<file path="src/rtl/mtmr_pkg.sv">
package mtmr_pkg;
   localparam int unsigned BUS_AW = 12;
   localparam int unsigned BUS_DW = 32;

   localparam logic [BUS_AW-1:0] OFS_FLAG = 12'h000;
   localparam logic [BUS_AW-1:0] OFS_CTRL = 12'h004;
   localparam logic [BUS_AW-1:0] OFS_CNT  = 12'h008;
   localparam logic [BUS_AW-1:0] OFS_DIV  = 12'h00C;
   localparam logic [BUS_AW-1:0] OFS_ACT  = 12'h014;
   localparam logic [BUS_AW-1:0] OFS_CMP  = 12'h018;
   localparam logic [BUS_AW-1:0] OFS_MODE = 12'h070;

   localparam int unsigned CTRL_EN   = 0;
   localparam int unsigned CTRL_HOLD = 1;

   localparam int unsigned ACT_IRQ  = 0;
   localparam int unsigned ACT_ZERO = 1;
   localparam int unsigned ACT_STOP = 2;
   localparam int unsigned ACT_W    = 3;
   localparam int unsigned MODE_W   = 2;

   typedef struct packed {
      logic stop;
      logic zero;
      logic irq;
   } act_t;
endpackage

</file>
<file path="src/rtl/mtmr_prescaler.sv">
module mtmr_prescaler #(
   parameter int unsigned PRE_W        = 32,
   parameter bit          HAS_PRESCALE = 1'b1
) (
   input  logic             clk,
   input  logic             rst_n,
   input  logic             en_i,
   input  logic             hold_i,
   input  logic [PRE_W-1:0] div_i,
   output logic             tick_o
);
   generate
      if (PRE_W < 1 || PRE_W > 32) begin : g_bad_width
         $error("mtmr_prescaler: PRE_W must lie in 1..32");
      end

      if (HAS_PRESCALE) begin : g_div
         logic [PRE_W-1:0] pc_q;
         logic             run;
         logic             wrap;

         assign run    = en_i && !hold_i;
         assign wrap   = run && (pc_q == div_i);
         assign tick_o = wrap;

         always_ff @(posedge clk or negedge rst_n) begin
            if (!rst_n) begin
               pc_q <= '0;
            end else if (hold_i) begin
               pc_q <= '0;
            end else if (wrap) begin
               pc_q <= '0;
            end else if (run) begin
               pc_q <= pc_q + 1'b1;
            end
         end


         pc_tick_wrap_chk: assert property (@(posedge clk) disable iff (!rst_n)
            tick_o |=> (pc_q == '0));


         pc_hold_chk: assert property (@(posedge clk) disable iff (!rst_n)
            hold_i |=> (pc_q == '0));
      end else begin : g_nodiv
         assign tick_o = en_i && !hold_i;
      end
   endgenerate
endmodule

</file>
<file path="src/rtl/mtmr_counter.sv">
module mtmr_counter #(
   parameter int unsigned CNT_W = 32
) (
   input  logic             clk,
   input  logic             rst_n,
   input  logic             tick_i,
   input  logic             hold_i,
   input  logic             load_i,
   input  logic [CNT_W-1:0] load_val_i,
   input  logic [CNT_W-1:0] cmp_i,
   input  logic             zero_on_hit_i,
   output logic [CNT_W-1:0] cnt_o,
   output logic             hit_o
);
   logic [CNT_W-1:0] cnt_q;
   logic [CNT_W-1:0] step;

   generate
      if (CNT_W < 2 || CNT_W > 32) begin : g_bad_width
         $error("mtmr_counter: CNT_W must lie in 2..32");
      end
   endgenerate

   assign step  = cnt_q + 1'b1;
   assign hit_o = tick_i && !hold_i && !load_i && (step == cmp_i);
   assign cnt_o = cnt_q;

   always_ff @(posedge clk or negedge rst_n) begin
      if (!rst_n) begin
         cnt_q <= '0;
      end else if (hold_i) begin
         cnt_q <= '0;
      end else if (load_i) begin
         cnt_q <= load_val_i;
      end else if (tick_i) begin
         if (hit_o && zero_on_hit_i) begin
            cnt_q <= '0;
         end else begin
            cnt_q <= step;
         end
      end
   end


   cnt_hold_chk: assert property (@(posedge clk) disable iff (!rst_n)
      hold_i |=> (cnt_q == '0));


   cnt_idle_chk: assert property (@(posedge clk) disable iff (!rst_n)
      (!tick_i && !hold_i && !load_i) |=> $stable(cnt_q));


   cnt_zero_on_hit_chk: assert property (@(posedge clk) disable iff (!rst_n)
      (hit_o && zero_on_hit_i) |=> (cnt_q == '0));


   cnt_load_chk: assert property (@(posedge clk) disable iff (!rst_n)
      (load_i && !hold_i) |=> (cnt_q == $past(load_val_i)));
endmodule

</file>
<file path="src/rtl/mtmr_regfile.sv">
module mtmr_regfile
   import mtmr_pkg::*;
#(
   parameter int unsigned CNT_W = 32,
   parameter int unsigned PRE_W = 32
) (
   input  logic              clk,
   input  logic              rst_n,
   input  logic              bus_sel,
   input  logic              bus_wr,
   input  logic [BUS_AW-1:0] bus_addr,
   input  logic [BUS_DW-1:0] bus_wdata,
   output logic [BUS_DW-1:0] bus_rdata,
   input  logic              hit_i,
   input  logic [CNT_W-1:0]  cnt_i,
   output logic              en_o,
   output logic              hold_o,
   output logic [PRE_W-1:0]  div_o,
   output logic [CNT_W-1:0]  cmp_o,
   output act_t              act_o,
   output logic              flag_o,
   output logic              load_o,
   output logic [CNT_W-1:0]  load_val_o
);
   logic              we;
   logic              wr_flag;
   logic              wr_ctrl;
   logic              clr_flag;
   logic              stop_req;
   logic              en_q;
   logic              hold_q;
   logic [PRE_W-1:0]  div_q;
   logic [CNT_W-1:0]  cmp_q;
   act_t              act_q;
   logic [MODE_W-1:0] mode_q;
   logic              flag_q;

   assign we       = bus_sel && bus_wr;
   assign wr_flag  = we && (bus_addr == OFS_FLAG);
   assign wr_ctrl  = we && (bus_addr == OFS_CTRL);
   assign clr_flag = wr_flag && bus_wdata[0];
   assign stop_req = hit_i && act_q.stop;

   assign load_o     = we && (bus_addr == OFS_CNT);
   assign load_val_o = bus_wdata[CNT_W-1:0];

   always_ff @(posedge clk or negedge rst_n) begin
      if (!rst_n) begin
         en_q   <= 1'b0;
         hold_q <= 1'b0;
      end else if (wr_ctrl) begin
         en_q   <= bus_wdata[CTRL_EN];
         hold_q <= bus_wdata[CTRL_HOLD];
      end else if (stop_req) begin
         en_q   <= 1'b0;
      end
   end

   always_ff @(posedge clk or negedge rst_n) begin
      if (!rst_n) begin
         div_q  <= '0;
         cmp_q  <= '0;
         act_q  <= '0;
         mode_q <= '0;
      end else if (we) begin
         unique case (bus_addr)
            OFS_DIV:  div_q  <= bus_wdata[PRE_W-1:0];
            OFS_CMP:  cmp_q  <= bus_wdata[CNT_W-1:0];
            OFS_ACT:  act_q  <= act_t'(bus_wdata[ACT_W-1:0]);
            OFS_MODE: mode_q <= bus_wdata[MODE_W-1:0];
            default: ;
         endcase
      end
   end

   always_ff @(posedge clk or negedge rst_n) begin
      if (!rst_n) begin
         flag_q <= 1'b0;
      end else if (hit_i) begin
         flag_q <= 1'b1;
      end else if (clr_flag) begin
         flag_q <= 1'b0;
      end
   end

   always_comb begin
      bus_rdata = '0;
      unique case (bus_addr)
         OFS_FLAG: bus_rdata[0]           = flag_q;
         OFS_CTRL: bus_rdata[1:0]         = {hold_q, en_q};
         OFS_CNT:  bus_rdata[CNT_W-1:0]   = cnt_i;
         OFS_DIV:  bus_rdata[PRE_W-1:0]   = div_q;
         OFS_ACT:  bus_rdata[ACT_W-1:0]   = act_q;
         OFS_CMP:  bus_rdata[CNT_W-1:0]   = cmp_q;
         OFS_MODE: bus_rdata[MODE_W-1:0]  = mode_q;
         default:  bus_rdata              = '0;
      endcase
   end

   assign en_o   = en_q;
   assign hold_o = hold_q;
   assign div_o  = div_q;
   assign cmp_o  = cmp_q;
   assign act_o  = act_q;
   assign flag_o = flag_q;


   stop_on_hit_chk: assert property (@(posedge clk) disable iff (!rst_n)
      (stop_req && !wr_ctrl) |=> !en_q);


   flag_set_chk: assert property (@(posedge clk) disable iff (!rst_n)
      hit_i |=> flag_q);


   flag_sticky_chk: assert property (@(posedge clk) disable iff (!rst_n)
      (flag_q && !clr_flag) |=> flag_q);
endmodule

</file>
<file path="src/rtl/mtmr_top.sv">
module mtmr_top
   import mtmr_pkg::*;
#(
   parameter int unsigned CNT_W        = 32,
   parameter int unsigned PRE_W        = 32,
   parameter bit          HAS_PRESCALE = 1'b1
) (
   input  logic              clk,
   input  logic              rst_n,
   input  logic              bus_sel,
   input  logic              bus_wr,
   input  logic [BUS_AW-1:0] bus_addr,
   input  logic [BUS_DW-1:0] bus_wdata,
   output logic [BUS_DW-1:0] bus_rdata,
   output logic              irq
);
   logic             en;
   logic             hold;
   logic [PRE_W-1:0] div;
   logic [CNT_W-1:0] cmp;
   act_t             act;
   logic             flag;
   logic             load;
   logic [CNT_W-1:0] load_val;
   logic [CNT_W-1:0] cnt;
   logic             hit;
   logic             tick;

   mtmr_regfile #(.CNT_W(CNT_W), .PRE_W(PRE_W)) regs_i (
      .clk        (clk),
      .rst_n      (rst_n),
      .bus_sel    (bus_sel),
      .bus_wr     (bus_wr),
      .bus_addr   (bus_addr),
      .bus_wdata  (bus_wdata),
      .bus_rdata  (bus_rdata),
      .hit_i      (hit),
      .cnt_i      (cnt),
      .en_o       (en),
      .hold_o     (hold),
      .div_o      (div),
      .cmp_o      (cmp),
      .act_o      (act),
      .flag_o     (flag),
      .load_o     (load),
      .load_val_o (load_val)
   );

   mtmr_prescaler #(.PRE_W(PRE_W), .HAS_PRESCALE(HAS_PRESCALE)) pre_i (
      .clk    (clk),
      .rst_n  (rst_n),
      .en_i   (en),
      .hold_i (hold),
      .div_i  (div),
      .tick_o (tick)
   );

   mtmr_counter #(.CNT_W(CNT_W)) cnt_i (
      .clk           (clk),
      .rst_n         (rst_n),
      .tick_i        (tick),
      .hold_i        (hold),
      .load_i        (load),
      .load_val_i    (load_val),
      .cmp_i         (cmp),
      .zero_on_hit_i (act.zero),
      .cnt_o         (cnt),
      .hit_o         (hit)
   );

   assign irq = flag && act.irq;


   irq_follows_flag_chk: assert property (@(posedge clk) disable iff (!rst_n)
      (hit && act.irq) |=> irq);


   halted_count_chk: assert property (@(posedge clk) disable iff (!rst_n)
      (!en && !load && !hold) |=> $stable(cnt));
endmodule

</file>
<file path="config.mk">
export PLATFORM = sky130hd
export DESIGN_NAME = mtmr_top
export DESIGN_NICKNAME = d
export VERILOG_FILES = /design/src/rtl/mtmr_pkg.sv /design/src/rtl/mtmr_prescaler.sv /design/src/rtl/mtmr_counter.sv /design/src/rtl/mtmr_regfile.sv /design/src/rtl/mtmr_top.sv
export SDC_FILE = /design/constraint.sdc
export NUM_CORES = 1
export LEC_CHECK = 0
export BUFFER_PORTS_ARGS = -buffer_cell sky130_fd_sc_hd__buf_2
export CORE_AREA = 2 2 124 126
export DETAILED_ROUTE_END_ITERATION = 8
export DIE_AREA = 0 0 126 128
export PLACE_DENSITY_LB_ADDON = 0.05
export SLEW_MARGIN = 20
export SYNTH_ARGS = -nofsm -noshare
export SYNTH_HDL_FRONTEND = slang
export SYNTH_SLANG_ARGS = --single-unit
</file>
<file path="constraint.sdc">
create_clock -name clk -period 5.2 [get_ports clk]
set_clock_uncertainty 0.1 [all_clocks]
set_input_delay 0.52 -clock clk [delete_from_list [all_inputs] [get_ports clk]]
set_output_delay 0.52 -clock clk [all_outputs]
set_load 0.05 [all_outputs]
</file>
# After elaboration in Yosys (flattened, before gate mapping)
# Cells that the tools add are included.
# totals
out_inout_bits	33
reg_bits	136
# op_classes
n_eq_ne	8
n_reduce_logical	24
add_sub_neg	2
muxes	15
# op_table
operator	n
2-to-1 mux 32 bit	7
one-hot mux 29 bit (3 select lines)	1
adder 32 x 1 -> 32 bit, second input constant	2
== test 32 bit	2
== test 12 x 4 -> 1 bit, second input constant	2
== test 12 x 5 -> 1 bit, second input constant	2
logical AND 1 bit	13
== test 12 x 3 -> 1 bit, second input constant	1
== test 12 x 7 -> 1 bit, second input constant	1
logical NOT 12 bit	1
AND reduction 2 bit	4
one-hot mux 1 bit (7 select lines)	1
one-hot mux 1 bit (6 select lines)	1
nonzero test 3 bit	2
2-to-1 mux 1 bit	4
one-hot mux 1 bit (4 select lines)	1
nonzero test 2 bit	2
logical NOT 1 bit	2

# Longest topological paths before layout
# Gate-level depths: netlist (run 1).
# depth
word_depth	11
ltp_mapped	12
depth_no_buf	10

# Modules after synthesis
# Synthesis (run 1) repeated with hierarchy kept, for this count alone.
# hier_totals
cells_unflattened	972
area_unflattened_um2	9297.7
# modules_own_cells
module	seq_area_each_um2	area_each_um2	n_inst	cells_each
mtmr_regfile	1801.7	3846.2	1	299
mtmr_counter	800.8	3245.6	1	413
mtmr_prescaler	800.8	2199.6	1	259
mtmr_top	0.0	6.3	1	1

# Worst setup path before layout (run 1)
# Ideal clock, no wire load.
# synth_path
kind	register -> register
start	register cnt_i.cnt_q[7] (netlist: cnt_i.cnt_o[7])
end	register cnt_i.cnt_q[30] (netlist: cnt_i.cnt_o[30])
setup_ns	0.126
required_time_ns	4.974
path_stages_with_launch	12
arrival_ns	3.614
path_slack_ns	1.360
cell_sequence	dfrtp_1 -> buf_4 -> nand4_2 -> buf_6 -> or4_1 -> or4_1 -> xnor2_1 -> nand4bb_1 -> or4_1 -> or4_4 -> a21boi_1 -> a221o_1
# synth_via
elab_chain_cells	8
# synth_rtl
item	line	source
start, declared	mtmr_counter.sv:15	logic [CNT_W-1:0] cnt_q;
start signal, assigned	mtmr_counter.sv:34	cnt_q <= load_val_i;
start signal, assigned	mtmr_counter.sv:39	cnt_q <= step;
adder 32 x 1 -> 32 bit (*)	mtmr_counter.sv:24	assign step = cnt_q + 1'b1;
== test 32 bit	mtmr_counter.sv:25	assign hit_o = tick_i && !hold_i && !load_i && (step == cmp_i);
logical AND 1 bit	mtmr_counter.sv:25	
logical AND 1 bit	mtmr_counter.sv:36	if (hit_o && zero_on_hit_i) begin
2-to-1 mux 32 bit (*)	mtmr_counter.sv:36	
2-to-1 mux 32 bit (*)	mtmr_counter.sv:35	end else if (tick_i) begin
2-to-1 mux 32 bit (*)	mtmr_counter.sv:33	end else if (load_i) begin
2-to-1 mux 32 bit (*)	mtmr_counter.sv:31	end else if (hold_i) begin
# Mark *: on every way between the ends. The rest lies on a longest branch, timed or not. The select of a mux whose other input is x is not followed.
# A chain may end at the register's enable or synchronous reset.

# Worst setup path after layout (run 1)
# layout_path
start	register cnt_i.cnt_q[0] (netlist: cnt_i.cnt_o[0])
end	register cnt_i.cnt_q[30] (netlist: cnt_i.cnt_o[30])
# Same word-level chain as after synthesis.

==> results of run 1 <==
[Yosys cell counts, drive strengths merged, types with 2 or more instances]
library cell  instances  area (um^2)
a211o                 2         17.5
nor3                 14         81.3
o311ai                2         17.5
a221o                 2         20.0
a21o                  2         16.3
nor2                 31          116
clkbuf               47          201
or4                   8         68.8
nor4                 40          265
a22oi                25          188
nand4                23          150
or3                  11         71.3
a41oi                 2         17.5
o211ai                5         37.5
or2                   9         56.3
a22o                  4         35.0
nand3                30          150
a211oi                2         15.0
o31ai                 9         67.6
inv                  43          161
ha                    2         25.0
o41ai                 3         26.3
buf                  24          168
a31oi                 7         43.8
nand2                89          334
nor4b                 5         43.8
o21ai                61          305
nand2b                3         18.8
and2                  7         43.8
a222oi               33          330
or3b                  4         35.0
a21oi                12         60.1
and3                 33          209
a21boi                3         22.5
mux2                 71          800
dfrtp               136         3400
o22ai                 2         12.5
and4                 11         96.3
nor2b                 6         37.5
nand4bb               2         22.5
xnor2                36          315
xor2                 54          473
nor3b                 6         45.0
[sequential cells by signal (all words and copies together), names as in the netlist]
| name | count |
|---|---|
| cnt_i.cnt_o | 32 |
| pre_i.g_div.pc_q | 32 |
| regs_i.cmp_o | 32 |
| regs_i.div_o | 32 |
| regs_i.act_o | 3 |
| regs_i.mode_q | 2 |
| regs_i.en_o | 1 |
| regs_i.flag_o | 1 |
| regs_i.hold_o | 1 |
[area by class of cell]
cell class	count	area (um^2)	share of cell area, %
multi-input cells	683	4810	49.5
flip-flops and latches	136	3400	35.0
repair buffers	93	504	5.18
clock buffers	19	443	4.55
well taps	188	235	2.42
clock inverters	13	168	1.72
inverters	43	161	1.66
[worst reg2reg max path: stages, from the launching register on]
cell	delay, ns
dfrtp_1	0.46
ha_1	0.28
nand3_1	0.36
nor4_4	0.59
nand4_1	0.23
xnor2_1	0.22
or3b_2	0.47
or4_1	0.51
or4_4	0.72
a21boi_1	0.20
a221o_1	0.27
[logic make-up (layout without fill, tap and decap cells)]
family / count (synthesis) / in the layout / synth area share (%)
AOI/OAI and AO/OA: 181 / 181 / 14.6
adders and majority gates: 2 / 2 / 0.286
muxes: 72 / 72 / 9.27
buffers and inverters: 114 / 168 / 6.07
and+or+nand+nor: 338 / 338 / 21.7
xor gates and xnor gates: 90 / 90 / 9.02
DFF: 136 / 136 / 39.0
[power breakdown]
group / internal (mW) / switching (mW)
clock: 0.771 / 0.494
sequential: 1.06 / 0.00391
combinational: 0.0217 / 0.0478
total: 1.85 / 0.546
[per-layer routing]
metal  up-vias  part of all wire [%]  global-route usage, %
met5         -                     0                      0
met4         0                   3.2                   12.2
met3        70                   8.1                   9.47
met2       376                    48                   56.3
met1      3952                    41                   44.8
li1       3544                     -                      -
[final timing paths]
check / startpoint / endpoint / depth (start not counted)
worst max register to register: cnt_i.cnt_o[0] / cnt_i.cnt_o[30] / 10
max in group asynchronous: rst_n / regs_i.cmp_o[22] / 2
worst min-delay path: rst_n / regs_i.div_o[10] / 1
worst min register to register: regs_i.mode_q[1] / regs_i.mode_q[1] / 1
min in group clk: bus_wdata[21] / cnt_i.cnt_o[21] / 3
worst max-delay path: cnt_i.cnt_o[0] / cnt_i.cnt_o[30] / 10
==> out/metrics.csv, run 1 <==
stage,metric,value,unit
route,drt total wl,27.4,mm
critical_path,Worst EP arrival,4.74,ns
critical_path,Setup CP Type,flip-flop to flip-flop,
logic_synthesis,sequential area share after synthesis,39.0,%
place,dpl hpwl,19.3,mm
floorplan,row count,45,
finish,Final Util,65.4,%
finish,"commonest non-fill, non-tap cell in the layout",dfrtp_1,
logic_synthesis,share of flip-flops with an asynchronous set or reset,100,%
sta,post-route setup TNS,0,ns
global_routing,largest net degree at the start of global routing,91,
route,DRC Markers,1,
finish,fin cells,1175,
logic_synthesis,Syn Nets,983,
logic_synthesis,Syn Inst Count,933,
floorplan,Die Y,128,um
finish,layout cells sized above 1,22.4,%
route,Initial DRC Count,930,
global_routing,Tot GR Track Use,34.6,%
worst_hold_path,Worst Hold Class,input pin to asynchronous set/reset pin,
clock_network,H-tree depth,4,
place,placed cells,1143,
clock_network,CTS Hold Bufs,0,
clock_network,"Setup Fix Bufs, Post-CTS",0,
finish,Synth-to-Final Area Change,11.3,%
critical_path,CP endpoint kind,flip-flop,
logic_synthesis,Post-synth EDFFs,0,
critical_path,crit-path leading delay family,simple AND/OR/NAND/NOR gates,
pwr,Peak VDD IR,0.000218,V
clock_network,clock latency on the worst-skew pair,0.43,ns
sta,WHS,0.0380,ns
logic_synthesis,post-synth cell types,73,
logic_synthesis,synthesized flop and latch total,136,
global_routing,first-pass GRT wire length,43.4,mm
route,Via density,6.76,
critical_path,CP max FO,24,
finish,Filler cells,1227,
route,post-route ant nets,0,
sta,endpoints failing hold,0,
run_status,failing checks,DRC,
floorplan,total core area,14900,um^2
clock_network,cts repair resizes,0,
sta,unrepaired setup endpoints after global routing,false,
global_routing,Congestion Overflow GR,0,
pwr,Tot Pwr,2.40,mW
critical_path,CP peak stage delay,0.72,ns
global_routing,number of global-route vias before repair,7692,
sta,count of final setup violators,0,
finish,cell area after layout,9730,um^2
clock_network,clk slew on worst S/H paths,0.06,ns
run,max-cap violations,0,
sta,Fmax,221,MHz
finish,antenna cells,0,
sta,final worst-path setup slack,0.667,ns
sta,post-layout minimum cycle time,4.53,ns
critical_path,crit path cell chain,ha_1 > nand3_1 > nor4_4 > nand4_1 > xnor2_1 > or3b_2 > or4_1 > or4_4 > a21boi_1 > a221o_1,
sta,Slew @ Worst Pin,0.929,ns
floorplan,overall die area,16100,um^2
global_routing,initial antenna violation count,0,
logic_synthesis,Syn. warnings,0,
route,DR vias,7942,
route,Pre-antenna DRT Iters,9,
clock_network,clk root buf,clkbuf_16,
clock_network,CTS tree,built,
floorplan,initial core utilization,58.8,%
critical_path,crit start category,flip-flop,
run_status,status,"complete, but fails checks",
sta,count of pins over their slew limit,0,
logic_synthesis,"Top FF cell, synth",dfrtp_1,
critical_path,register-to-register setup slack,0.67,ns
clock_network,CTS buffer count,17,
logic_synthesis,synthesized area,8730,um^2
place,"worst slack, placed",0.734,ns
clock_network,CTS Sinks,136,
finish,most frequent cells in the layout,"dfrtp_1, nand2_1, buf_2",
pwr,PD cells,247,nW/um^2
critical_path,CP required,5.41,ns
route,Avg WL per Cell,23.3,um
sta,post-route clock period utilization,87.2,%
clock_network,clock buffer depth,2,
floorplan,Ports,81,
critical_path,"slowest stage cell, crit path",or4_4,
finish,Final nets,1024,
logic_synthesis,Post-Syn Area per Cell,9.36,um^2
place,port bufs,80,
place,GP Congestion,1.01,
place,"Cell Area, Placed",9110,um^2
critical_path,worst path bufs/invs,0,
sta,slew margin rel.,37.9,%
floorplan,Die X,126,um
pwr,Leak,4.77,nW
(Power assumes the default switching activity.)
==> run 2: changes to the inputs <==
--- a/config.mk
+++ b/config.mk
@@ -10,7 +10,7 @@
 export DETAILED_ROUTE_END_ITERATION = 8
 export DIE_AREA = 0 0 126 128
 export PLACE_DENSITY_LB_ADDON = 0.05
-export SLEW_MARGIN = 20
+export SLEW_MARGIN = 15
 export SYNTH_ARGS = -nofsm -noshare
 export SYNTH_HDL_FRONTEND = slang
 export SYNTH_SLANG_ARGS = --single-unit
==> constraint.sdc (replaced) <==
create_clock -name clk -period 5.3 [get_ports clk]
set_clock_uncertainty 0.1 [all_clocks]
set_input_delay 0.53 -clock clk [delete_from_list [all_inputs] [get_ports clk]]
set_output_delay 0.53 -clock clk [all_outputs]
set_load 0.05 [all_outputs]
==> run 2 against run 1 <==
The flow now finishes without violations. Utilization increased by 0.40 points. Routed wire length rose by 0.74%. Critical endpoint unchanged. Highest routed layer unchanged. Largest cell class unchanged. Via count increased by 1.0%. Sequential share of layout area decreased by 0.21 points. Non-clock buffer count is the same.
==> out/metrics.csv, run 2 (synthesis results as in run 1) <==
stage,metric,value,unit
run_status,status,finished clean,
clock_network,H-tree depth,4,
sta,post-layout minimum cycle time,4.50,ns
clock_network,CTS buffer count,17,
critical_path,CP peak stage delay,0.72,ns
floorplan,overall die area,16100,um^2
clock_network,CTS Hold Bufs,0,
finish,Synth-to-Final Area Change,12.0,%
route,DR vias,8025,
global_routing,number of global-route vias before repair,7714,
pwr,Peak VDD IR,0.000227,V
floorplan,total core area,14900,um^2
place,placed cells,1143,
sta,post-route setup TNS,0,ns
floorplan,Die Y,128,um
floorplan,Ports,81,
clock_network,cts repair resizes,0,
floorplan,row count,45,
finish,"commonest non-fill, non-tap cell in the layout",dfrtp_1,
worst_hold_path,Worst Hold Class,input pin to asynchronous set/reset pin,
critical_path,crit path cell chain,ha_1 > nand3_1 > nor4_4 > nand4_1 > xnor2_1 > or3b_2 > or4_1 > or4_4 > a21boi_1 > a221o_1,
floorplan,Die X,126,um
critical_path,Worst EP arrival,4.71,ns
critical_path,"slowest stage cell, crit path",or4_4,
finish,most frequent cells in the layout,"dfrtp_1, nand2_1, buf_2",
sta,count of final setup violators,0,
floorplan,initial core utilization,58.8,%
global_routing,first-pass GRT wire length,43.9,mm
route,Pre-antenna DRT Iters,6,
place,port bufs,80,
route,Avg WL per Cell,23.5,um
sta,endpoints failing hold,0,
finish,Final nets,1024,
global_routing,largest net degree at the start of global routing,94,
critical_path,CP endpoint kind,flip-flop,
clock_network,"Setup Fix Bufs, Post-CTS",0,
critical_path,Setup CP Type,flip-flop to flip-flop,
critical_path,CP required,5.51,ns
route,Via density,6.83,
place,GP Congestion,0.968,
route,drt total wl,27.6,mm
critical_path,crit start category,flip-flop,
clock_network,CTS Sinks,136,
global_routing,Congestion Overflow GR,0,
global_routing,initial antenna violation count,0,
run,max-cap violations,0,
global_routing,Tot GR Track Use,35.1,%
sta,Slew @ Worst Pin,0.883,ns
clock_network,CTS tree,built,
clock_network,clock latency on the worst-skew pair,0.43,ns
route,post-route ant nets,0,
pwr,Leak,4.80,nW
clock_network,clock buffer depth,2,
place,dpl hpwl,19.7,mm
clock_network,clk slew on worst S/H paths,0.06,ns
route,Initial DRC Count,993,
finish,layout cells sized above 1,22.4,%
finish,antenna cells,0,
sta,unrepaired setup endpoints after global routing,false,
sta,slew margin rel.,41.2,%
sta,post-route clock period utilization,85.0,%
route,DRC Markers,0,
place,"worst slack, placed",0.830,ns
sta,final worst-path setup slack,0.795,ns
clock_network,clk root buf,clkbuf_16,
critical_path,CP max FO,24,
sta,count of pins over their slew limit,0,
finish,fin cells,1175,
pwr,PD cells,252,nW/um^2
sta,Fmax,222,MHz
-- run 2: cell count changes in the layout (fill, tap and decap cells not counted), sizes merged --
cell,delta
inv,+1
clkinvlp,-1
bufinv,+2
clkbuf,+1
clkinv,-3
-- run 2: critical path, delay by kind of cell, from the launching register on --
kind,cells,cell delay (ns)
and+or+nand+nor,6,2.87
DFF,1,0.47
AOI/OAI and AO/OA,2,0.45
adders and majority gates,1,0.26
xor gates and xnor gates,1,0.21
-- run 2: metal layers --
metal | GRT usage [%] | vias to the layer above | part of all wire (%)
met5 | 0 | - | 0
met4 | 12.8 | 0 | 2.6
met3 | 7.18 | 62 | 8.7
met2 | 56.7 | 436 | 48
met1 | 47.2 | 3974 | 40
li1 | - | 3553 | -
-- run 2: cell type report --
cell class	count	area (um^2)
clock buffers	20	457
clock inverters	12	213
multi-input cells	683	4810
flip-flops and latches	136	3400
repair buffers	93	504
well taps	188	235
fillers	1219	5080
inverters	43	161
-- run 2: where the power goes --
| part | switching [mW] | total [mW] | leakage [nW] | internal (mW) |
|---|---|---|---|---|
| combinational | 0.0469 | 0.0682 | 2.73 | 0.0213 |
| sequential | 0.00393 | 1.04 | 1.74 | 1.04 |
| clock | 0.480 | 1.35 | 0.324 | 0.869 |
-- run 2: metrics by stage --
| stage | cell area [um^2] | total power [mW] | util, % | hold slack [ns] |
|---|---|---|---|---|
| 2_1_floorplan | 8730 | 1.08 | - | 0.134 |
| 3_3_place_gp | 9110 | 1.13 | 61.3 | 0.400 |
| 3_5_place_dp | 9110 | 1.13 | 61.3 | 0.423 |
| 4_1_cts | 9780 | 2.47 | 65.8 | 0.108 |
| 5_1_grt | 9780 | 2.52 | 65.8 | 0.121 |
| 6_report | 9780 | 2.46 | 65.8 | 0.0522 |
-- run 2: path summary, 6_finish.rpt --
kind | from | endpoint | slack [ns] | cells after the start
worst max-delay path | cnt_i.cnt_o[0] | cnt_i.cnt_o[30] | 0.80 | 10
worst min-delay path | rst_n | regs_i.div_o[10] | 0.05 | 1
worst max register to register | cnt_i.cnt_o[0] | cnt_i.cnt_o[30] | 0.80 | 10
worst min register to register | pre_i.g_div.pc_q[12] | pre_i.g_div.pc_q[12] | 0.43 | 1
max in group asynchronous | rst_n | cnt_i.cnt_o[15] | 3.95 | 2
min in group clk | bus_wdata[4] | cnt_i.cnt_o[4] | 0.25 | 3
